==> src/rtl/i2cm_pkg.sv <==
package i2cm_pkg;

  typedef enum logic [2:0] {
    PH_IDLE,
    PH_DEV,
    PH_BADDR,
    PH_WDATA,
    PH_READ,
    PH_WAIT
  } phase_t;

  // true when the received address byte selects this device
  function automatic logic addr_hit(input logic [7:0] rx, input logic [6:0] dev);
    return rx[7:1] == dev;
  endfunction

endpackage

==> src/rtl/i2cm_sync.sv <==
module i2cm_sync #(
  parameter int STAGES = 2
) (
  input  logic clk,
  input  logic rst_n,
  input  logic scl_i,
  input  logic sda_i,
  output logic scl_lvl,
  output logic sda_lvl,
  output logic scl_rise,
  output logic scl_fall,
  output logic start_det,
  output logic stop_det
);

  logic [1:0] raw;
  logic [1:0] lvl;
  logic [1:0] prv;

  assign raw = {sda_i, scl_i};

  // one synchroniser chain per line; the extra top stage holds the previous level
  for (genvar g = 0; g < 2; g++) begin : g_line
    logic [STAGES:0] pipe;
    always_ff @(posedge clk or negedge rst_n) begin
      if (!rst_n) pipe <= '1;
      else        pipe <= {pipe[STAGES-1:0], raw[g]};
    end
    assign lvl[g] = pipe[STAGES-1];
    assign prv[g] = pipe[STAGES];
  end

  assign scl_lvl   = lvl[0];
  assign sda_lvl   = lvl[1];
  assign scl_rise  = lvl[0] & ~prv[0];
  assign scl_fall  = ~lvl[0] & prv[0];
  assign start_det = lvl[0] & prv[0] & prv[1] & ~lvl[1];
  assign stop_det  = lvl[0] & prv[0] & ~prv[1] & lvl[1];

endmodule

==> src/rtl/i2cm_mem.sv <==
module i2cm_mem #(
  parameter int ADDR_W = 8
) (
  input  logic              clk,
  input  logic              we,
  input  logic [ADDR_W-1:0] waddr,
  input  logic [7:0]        wdata,
  input  logic [ADDR_W-1:0] raddr,
  output logic [7:0]        rdata
);

  localparam int DEPTH = 1 << ADDR_W;

  logic [7:0] cells [DEPTH];

  always_ff @(posedge clk) begin
    if (we) cells[waddr] <= wdata;
  end

  assign rdata = cells[raddr];

endmodule

==> src/rtl/i2cm_ctrl.sv <==
module i2cm_ctrl
  import i2cm_pkg::*;
#(
  parameter logic [6:0] DEV_ADDR = 7'h50,
  parameter int         ADDR_W   = 8
) (
  input  logic              clk,
  input  logic              rst_n,
  input  logic              scl_lvl,
  input  logic              sda_lvl,
  input  logic              scl_rise,
  input  logic              scl_fall,
  input  logic              start_det,
  input  logic              stop_det,
  input  logic [7:0]        mem_rdata,
  output logic              mem_we,
  output logic [ADDR_W-1:0] mem_waddr,
  output logic [7:0]        mem_wdata,
  output logic [ADDR_W-1:0] mem_raddr,
  output logic              sda_oe
);

  localparam logic [3:0] BITS = 4'd8;

  function automatic logic [ADDR_W-1:0] ptr_inc(input logic [ADDR_W-1:0] p);
    return p + 1'b1;
  endfunction

  phase_t            phase;
  logic [3:0]        bitcnt;
  logic              ack_ph;
  logic [7:0]        rx_sh;
  logic [7:0]        tx_sh;
  logic              rw_q;
  logic              mack_q;
  logic [ADDR_W-1:0] ptr;
  logic              oe_q;

  // named events
  logic rx_phase, byte_done, ack_end, tx_done, mack_end, addr_ok;
  logic load_tx, wr_fire, ptr_adv;

  assign rx_phase  = (phase == PH_DEV) || (phase == PH_BADDR) || (phase == PH_WDATA);
  assign byte_done = rx_phase && scl_fall && (bitcnt == BITS) && !ack_ph;
  assign ack_end   = rx_phase && scl_fall && ack_ph;
  assign tx_done   = (phase == PH_READ) && scl_fall && (bitcnt == BITS) && !ack_ph;
  assign mack_end  = (phase == PH_READ) && scl_fall && ack_ph;
  assign addr_ok   = addr_hit(rx_sh, DEV_ADDR);
  assign load_tx   = (ack_end && (phase == PH_DEV) && rw_q) || (mack_end && mack_q);
  assign wr_fire   = byte_done && (phase == PH_WDATA);
  assign ptr_adv   = load_tx || wr_fire;

  assign mem_we    = wr_fire;
  assign mem_waddr = ptr;
  assign mem_wdata = rx_sh;
  assign mem_raddr = ptr;
  assign sda_oe    = oe_q;

  always_ff @(posedge clk or negedge rst_n) begin
    if (!rst_n) begin
      phase  <= PH_IDLE;
      bitcnt <= '0;
      ack_ph <= 1'b0;
      rx_sh  <= '0;
      tx_sh  <= '0;
      rw_q   <= 1'b0;
      mack_q <= 1'b0;
      ptr    <= '0;
      oe_q   <= 1'b0;
    end else if (start_det) begin
      phase  <= PH_DEV;
      bitcnt <= '0;
      ack_ph <= 1'b0;
      oe_q   <= 1'b0;
    end else if (stop_det) begin
      phase  <= PH_IDLE;
      bitcnt <= '0;
      ack_ph <= 1'b0;
      oe_q   <= 1'b0;
    end else begin
      unique case (phase)
        PH_DEV, PH_BADDR, PH_WDATA: begin
          if (scl_rise && !ack_ph && (bitcnt < BITS)) begin
            rx_sh  <= {rx_sh[6:0], sda_lvl};
            bitcnt <= bitcnt + 4'd1;
          end
          if (byte_done) begin
            if (phase == PH_DEV) begin
              if (addr_ok) begin
                oe_q   <= 1'b1;
                ack_ph <= 1'b1;
                rw_q   <= rx_sh[0];
              end else begin
                phase  <= PH_WAIT;
              end
            end else begin
              if (phase == PH_BADDR) ptr <= rx_sh[ADDR_W-1:0];
              else                   ptr <= ptr_inc(ptr);
              oe_q   <= 1'b1;
              ack_ph <= 1'b1;
            end
          end
          if (ack_end) begin
            ack_ph <= 1'b0;
            bitcnt <= '0;
            oe_q   <= 1'b0;
            if (phase == PH_DEV) begin
              if (rw_q) begin
                phase <= PH_READ;
                tx_sh <= mem_rdata;
                oe_q  <= ~mem_rdata[7];
                ptr   <= ptr_inc(ptr);
              end else begin
                phase <= PH_BADDR;
              end
            end else begin
              phase <= PH_WDATA;
            end
          end
        end
        PH_READ: begin
          if (scl_rise) begin
            if (ack_ph)                bitcnt <= bitcnt;
            else if (bitcnt < BITS)    bitcnt <= bitcnt + 4'd1;
            if (ack_ph) mack_q <= ~sda_lvl;
          end
          if (scl_fall) begin
            if (!ack_ph && (bitcnt < BITS)) begin
              tx_sh <= {tx_sh[6:0], 1'b0};
              oe_q  <= ~tx_sh[6];
            end else if (tx_done) begin
              oe_q   <= 1'b0;
              ack_ph <= 1'b1;
            end else if (mack_end) begin
              ack_ph <= 1'b0;
              bitcnt <= '0;
              if (mack_q) begin
                tx_sh <= mem_rdata;
                oe_q  <= ~mem_rdata[7];
                ptr   <= ptr_inc(ptr);
              end else begin
                phase <= PH_WAIT;
                oe_q  <= 1'b0;
              end
            end
          end
        end
        default: begin
          oe_q <= 1'b0;
        end
      endcase
    end
  end

  // drive changes only while the clock line is low (bus conditions excepted)
  a_r10_oe_scl_low: assert property (@(posedge clk) disable iff (!rst_n)
    ((oe_q != $past(oe_q)) && !$past(start_det) && !$past(stop_det)) |-> !scl_lvl);

  // every pointer advance is exactly one step
  a_r4_ptr_step: assert property (@(posedge clk) disable iff (!rst_n)
    ptr_adv |=> (ptr == $past(ptr) + ADDR_W'(1)));

  // top of the array rolls to zero
  a_r8_ptr_wrap: assert property (@(posedge clk) disable iff (!rst_n)
    (ptr_adv && (ptr == '1)) |=> (ptr == '0));

  // silent while ignoring the bus
  a_r3_wait_quiet: assert property (@(posedge clk) disable iff (!rst_n)
    (phase == PH_WAIT) |-> !oe_q);

  // a STOP parks the slave with SDA released
  a_r1_stop_idle: assert property (@(posedge clk) disable iff (!rst_n)
    stop_det |=> ((phase == PH_IDLE) && !oe_q));

  // master's not-acknowledge ends the read
  a_r9_nack_release: assert property (@(posedge clk) disable iff (!rst_n)
    (mack_end && !mack_q && !start_det && !stop_det) |=> ((phase == PH_WAIT) && !oe_q));

endmodule

==> src/rtl/i2c_mem_rd_slave.sv <==
module i2c_mem_rd_slave #(
  parameter logic [6:0] DEV_ADDR    = 7'h50,
  parameter int         ADDR_W      = 8,
  parameter int         SYNC_STAGES = 2
) (
  input  logic clk,
  input  logic rst_n,
  input  logic scl_i,
  input  logic sda_i,
  output logic sda_oe
);

  logic              scl_lvl, sda_lvl, scl_rise, scl_fall, start_det, stop_det;
  logic              mem_we;
  logic [ADDR_W-1:0] mem_waddr, mem_raddr;
  logic [7:0]        mem_wdata, mem_rdata;

  i2cm_sync #(.STAGES(SYNC_STAGES)) u_sync (
    .clk       (clk),
    .rst_n     (rst_n),
    .scl_i     (scl_i),
    .sda_i     (sda_i),
    .scl_lvl   (scl_lvl),
    .sda_lvl   (sda_lvl),
    .scl_rise  (scl_rise),
    .scl_fall  (scl_fall),
    .start_det (start_det),
    .stop_det  (stop_det)
  );

  i2cm_mem #(.ADDR_W(ADDR_W)) u_mem (
    .clk   (clk),
    .we    (mem_we),
    .waddr (mem_waddr),
    .wdata (mem_wdata),
    .raddr (mem_raddr),
    .rdata (mem_rdata)
  );

  i2cm_ctrl #(.DEV_ADDR(DEV_ADDR), .ADDR_W(ADDR_W)) u_ctrl (
    .clk       (clk),
    .rst_n     (rst_n),
    .scl_lvl   (scl_lvl),
    .sda_lvl   (sda_lvl),
    .scl_rise  (scl_rise),
    .scl_fall  (scl_fall),
    .start_det (start_det),
    .stop_det  (stop_det),
    .mem_rdata (mem_rdata),
    .mem_we    (mem_we),
    .mem_waddr (mem_waddr),
    .mem_wdata (mem_wdata),
    .mem_raddr (mem_raddr),
    .sda_oe    (sda_oe)
  );

endmodule

==> config.mk <==
export PLATFORM = sky130hd
export DESIGN_NAME = i2c_mem_rd_slave
export DESIGN_NICKNAME = d
export VERILOG_FILES = /design/src/rtl/i2cm_pkg.sv /design/src/rtl/i2cm_sync.sv /design/src/rtl/i2cm_mem.sv /design/src/rtl/i2cm_ctrl.sv /design/src/rtl/i2c_mem_rd_slave.sv
export SDC_FILE = /design/constraint.sdc
export NUM_CORES = 2
export LEC_CHECK = 0
export ABC_CLOCK_PERIOD_IN_PS = 6500
export CORE_ASPECT_RATIO = 1.5
export CORE_UTILIZATION = 31
export DETAILED_ROUTE_END_ITERATION = 8
export PLACE_DENSITY = 0.42
export SLEW_MARGIN = 10
export SYNTH_ARGS = -nofsm -noshare
export SYNTH_HDL_FRONTEND = slang
export SYNTH_SLANG_ARGS = --single-unit
==> constraint.sdc <==
create_clock -name clk -period 6.5 [get_ports clk]
set_input_delay 1.3 -clock clk [delete_from_list [all_inputs] [get_ports clk]]
set_output_delay 1.3 -clock clk [all_outputs]
set_load 0.02 [all_outputs]
# After elaboration in Yosys (flattened, before gate mapping)
# Memory sizes are Yosys's and may differ from the RTL's.
# Index checks and enable logic that the tools add are counted.
# word_totals
reg_bits	40
ram_bits	2048
in_bits	4
output_inout_bits	1
wordCells	157
memories	1
# mem_list
memory	depth	width	rd	rd_clocked_by_memory_dff	write_ports	line	rtl
u_mem.cells	256	8	1	0	1	i2cm_mem.sv:14	logic [7:0] cells [DEPTH];
# classes
n_addsub	2
n_lt_le_gt_ge	1
eq_ne	29
mux	71
n_bitwise	15
reduce_logical	27
# ops
op	n
8-bit two-way mux	11
7-bit two-way mux	8
4-bit two-way mux	11
3-bit two-way mux	13
1-bit two-way mux	22
5-bit by 3-bit != test with 1-bit output, second input constant	4
8-bit case mux with 2 select lines	1
7-bit case mux with 2 select lines	1
1-bit logical AND	12
2-bit by 1-bit != test with 1-bit output, second input constant	6
4-bit != test, second input constant	3
6-bit by 4-bit != test with 1-bit output, second input constant	2
6-bit AND reduction	2
10-bit AND reduction	1
9-bit AND reduction	1
8-bit by 1-bit adder with 8-bit output, second input constant	1
4-bit by 3-bit != test with 1-bit output, second input constant	2
1-bit NOT	8
4-bit case mux with 2 select lines	1
4-bit AND reduction	2
8-bit AND reduction	1
1-bit AND	7
7-bit equality test, second input constant	1
3-bit by 2-bit equality test with 1-bit output, second input constant	2
18 further kinds	22

# Logic depth before layout (Yosys ltp)
# logic_depth
depth_word	11
depth_mapped	13
depth_no_buf	9

# Modules after synthesis
# From an unflattened synthesis, not the netlist that was laid out.
# hier_totals
hier_cells	3959
area_unflattened_um2	81694.6
# modules_own_cells
mod	instances	cells_each	area_per_inst_um2	seq_area_each_um2
i2cm_mem	1	3725	79396.1	61499.0
i2cm_ctrl	1	224	2108.3	850.8
i2cm_sync	1	10	190.2	157.7

# Least setup slack after synthesis
# OpenSTA, ideal clock, no wires.
# synth_timing
path_type	register to register
from	reg u_ctrl.rx_sh[7] (netlist: u_ctrl.mem_wdata[7])
to	reg u_ctrl.oe_q (netlist: u_ctrl.sda_oe)
setup_time_ps	128
arrival_time_ps	4833
t_required_ps	6372
path_slack_ps	1538
path_stages_with_launch	8
path_buffers	0
synth_period_minus_slack_ps	4962
cell_sequence	dfrtp_1 nor4b_1 a2111oi_0 o211ai_1 o221a_2 mux2_2 nand2_1 o22ai_1
# synth_between
elab_chain_len	3
# synth_lines
element	line	rtl
start: declaration	i2cm_ctrl.sv:32	logic [7:0] rx_sh;
start signal: assignment	i2cm_ctrl.sv:84	rx_sh <= {rx_sh[6:0], sda_lvl};
7-bit equality test	i2cm_pkg.sv:14	return rx[7:1] == dev;
6-bit by 4-bit != test with 1-bit output (no source line)	--	
4-bit AND reduction (no source line)	--	
end signal: assignment	i2cm_ctrl.sv:111	oe_q <= ~mem_rdata[7];
end signal: assignment	i2cm_ctrl.sv:130	oe_q <= ~tx_sh[6];
end signal: assignment	i2cm_ctrl.sv:139	oe_q <= ~mem_rdata[7];
end: declaration	i2cm_ctrl.sv:37	logic oe_q;
# No other way between the ends.
# A chain may end at the register's enable or synchronous reset.

# Final worst setup path
# layout_timing
from	reg u_ctrl.phase[2]
to	mem u_mem.cells[174][3], enable pin
# layout_between
elab_chain_len	9
word_cells_on_any_way	11
cone_classes	eq/ne (3); mux (2); reduce/logical (6)
# layout_lines
element	line	rtl
start: declaration	i2cm_ctrl.sv:29	phase_t phase;
start signal: assignment	i2cm_ctrl.sv:61	phase <= PH_IDLE;
start signal: assignment	i2cm_ctrl.sv:71	phase <= PH_DEV;
start signal: assignment	i2cm_ctrl.sv:76	phase <= PH_IDLE;
3-bit by 1-bit equality test with 1-bit output or 3-bit by 2-bit equality test with 1-bit output (tied branches)	--	
1-bit logical OR (2 in series)	i2cm_ctrl.sv:43	assign rx_phase = (phase == PH_DEV) || (phase == PH_BADDR) || (phase == PH_WDATA);
1-bit logical AND (3 in series)	i2cm_ctrl.sv:44	assign byte_done = rx_phase && scl_fall && (bitcnt == BITS) && !ack_ph;
1-bit logical AND (*)	i2cm_ctrl.sv:50	assign wr_fire = byte_done && (phase == PH_WDATA);
1-bit two-way mux (*)	i2cm_mem.sv:17	if (we) cells[waddr] <= wdata;
1-bit two-way mux (implied by the code) (*)	i2cm_mem.sv:17	
end: declaration	i2cm_mem.sv:14	
# Every way passes the cells marked *; elsewhere a longest branch is shown, timed or not.

==> results.cfg <==
[timing]
rsz0062_at_grt = no
hold_viol_final = 0
period_needed_ps = 4970
fmax_ghz = 0.201
fin_crit_sh_pct = 76.4
worst_slew_margin_rel_pct = 22.5
maxSlewViolCount = 0
setup_viol = 0
setup_slack_ps = 1530
worst_pin_slew_ps = 1160
fin_setup_tns_ps = 0
fin_skew_ps = 53.2

[place]
io_buffers = 4
hpwlAfterDp_um = 149000
place_congestion = 0.870
place_ws_ps = 1420

[yosys]
synth_edf_count = 2048
ys_ff_latch = 2088
ys_warn_count = 0
ys_seq_area_share_pct = 76.8
synth_flop_cell = edfxtp_1
yosys.area.top_type = edfxtp_1
synth_top_area_share_pct = 75.5
synth_cells = 3695
syn_area_sq_mm = 0.0814
synth_cell_types = 63
synth.area.top_cells = edfxtp_1 (76%), mux4_2 (17%), nor2_1 (1.4%)
avgSynthCellArea_sq_um = 22.0
synth_fp_nets = 3706
postSynth.asyncResetShare_pct = 1.92

[global_route]
antenna_found_initial = 5
grt.overflow.total = 0
track_usage_pct = 18.3
grt_first_pass_wirelength_um = 338000
grt_max_degree = 134
first_global_vias = 40453

[route]
route.met2.wl_um = 128000
top_layer = met4
wl_met3_um = 9200
post_drt_wl_per_cell_um = 32.6
wirelength_um = 242000
firstDrtPassIters = 8
viasPerCell = 5.14
vias = 38230
wirelength_met1_um = 97800
drc = 0
postRouteAntennaNets = 0
drt_iter0_markers = 3348

[pwr]
leakagePower_nw = 27.3
power_density_mw_per_mm2 = 387
ir_drop_mv = 0.309

[final_layout]
multi_input_area_sq_mm = 0.0179
fillCellCount = 24319
seq_area_sq_mm = 0.0626
utilization_pct = 35.2
syn2layout_area_growth_pct = 13.0
drive_gt1_share_pct = 26.2
final_common_cell = edfxtp_1
nets = 3814
mostFrequentLayoutCells = edfxtp_1 (2048), mux4_2 (597), nor2_1 (293)

[cts]
cts_hold_buf = 0
clk_latency_ps = 880
cts_sinks = 2088
path_clk_slew_ps = 60
cts_max_level = 4
cts_tree = done
post_cts_buffers = 0
clk_path_buf_depth = 4
cts.repair.resized = 0
cts_buffers = 204
root_buffer = clkbuf_16

[die]
ios = 5
start_util_pct = 31.2
core_sq_mm = 0.261
row_count = 230
die_w_um = 420
die_h_um = 630
die_area_sq_mm = 0.265

[hold_path]
min_from = u_sync.g_line[1].pipe[0]
whs_path_depth = 0
worstHoldPathType = reg -> reg

[setup_path]
crit_start = u_ctrl.phase[2]
cp-end-kind = register
worst_ep_arrival_time_ps = 5450
critical_path_required_ps = 6980
reg2reg_from = u_ctrl.phase[2]
crit_type = reg -> reg
worst_setup_path_start_kind = register
cp_max_fo = 20
reg2reg_depth = 7

[run]
cap_violations = 0

[run_status]
status = finished clean
## synth_stat cells (13+ instances only)
cell type	count
edfxtp_1	2048
mux4_2	597
nor2_1	299
clkbuf_1	100
a22oi_1	63
nand3_1	60
nand2_1	56
buf_2	50
a21oi_1	48
mux2i_1	41
dfrtp_1	34
o21ai_0	28
buf_4	27
buf_1	22
nor2b_1	22
buf_6	19
mux2_2	17
a31oi_1	15
inv_1	13
## area by class of cell
class / count / area share, %
Multi-Input combinational cell: 1374 / 19.4
Clock inverter: 84 / 0.706
Timing Repair Buffer: 120 / 1.17
Tap cell: 3480 / 4.73
Antenna cell: 3 / 0.00816
Inverter: 15 / 0.0694
Sequential cell: 2088 / 68.0
Clock buffer: 272 / 5.90
## sequential cells by signal, summed over array words and instances, names as in the netlist
name and flops:
u_ctrl.mem_wdata 8, u_sync.g_line.pipe 6, u_ctrl.mack_q 1, u_ctrl.mem_raddr 8, u_ctrl.ack_ph 1, u_mem.cells 2048
u_ctrl.sda_oe 1, u_ctrl.phase 3, u_ctrl.tx_sh 7, u_ctrl.rw_q 1, u_ctrl.bitcnt 4
## routing by layer
layer	vias up	track usage, %
met5	-	0.0921
met4	0	5.29
met3	325	2.35
met2	957	32.5
met1	21221	23.0
li1	15727	-
## through the flow
| stage | area (sq um) | power, mW | std cells | hold WS [ps] |
|---|---|---|---|---|
| global placement | 85900 | 24.8 | 7077 | 360 |
| floorplan | 81400 | 21.6 | 3695 | 345 |
| global route | 92000 | 36.8 | 7434 | 372 |
| detailed placement | 85900 | 24.8 | 7077 | 355 |
| finish | 92000 | 35.6 | 7436 | 364 |
| CTS | 92000 | 36.2 | 7433 | 370 |
## cells by family (layout without fill, tap and decap cells)
logic type / Yosys count / in the layout / share of synthesized area [%]
flip-flops: 2088 / 2088 / 76.8
adder cells (fa/ha/maj): 7 / 7 / 0.108
multiplexers: 655 / 655 / 17.2
buffers and inverters: 233 / 491 / 1.45
AND/OR/NAND/NOR: 499 / 499 / 2.68
XOR/XNOR: 3 / 3 / 0.0323
AO/OA/AOI/OAI: 210 / 210 / 1.72
other: 0 / 3 / 0
## final timing paths
kind,end,slack [ps]
min in group asynchronous,u_ctrl.mem_wdata[5],520
max in group asynchronous,u_ctrl.mem_raddr[1],5490
hold / removal,u_sync.g_line[1].pipe[1],360
setup reg to reg,u_mem.cells[174][3],1530
setup / recovery,u_mem.cells[174][3],1530
hold reg to reg,u_sync.g_line[1].pipe[1],360
## worst max-delay path, cell delays in order, from the launching register on
cell	delay [ps]
dfrtp_1	620
o21bai_1	370
or4_1	650
nor4_4	720
buf_4	330
nand3_2	660
buf_4	520
nor2_1	700
## where the power goes
group	total [mW]	internal (mW)	switching [mW]
registers	16.1	15.7	0.451
clock network	11.3	6.20	5.12
logic	8.17	3.08	5.09
Note: power is estimated with default switching activity, not from simulation.
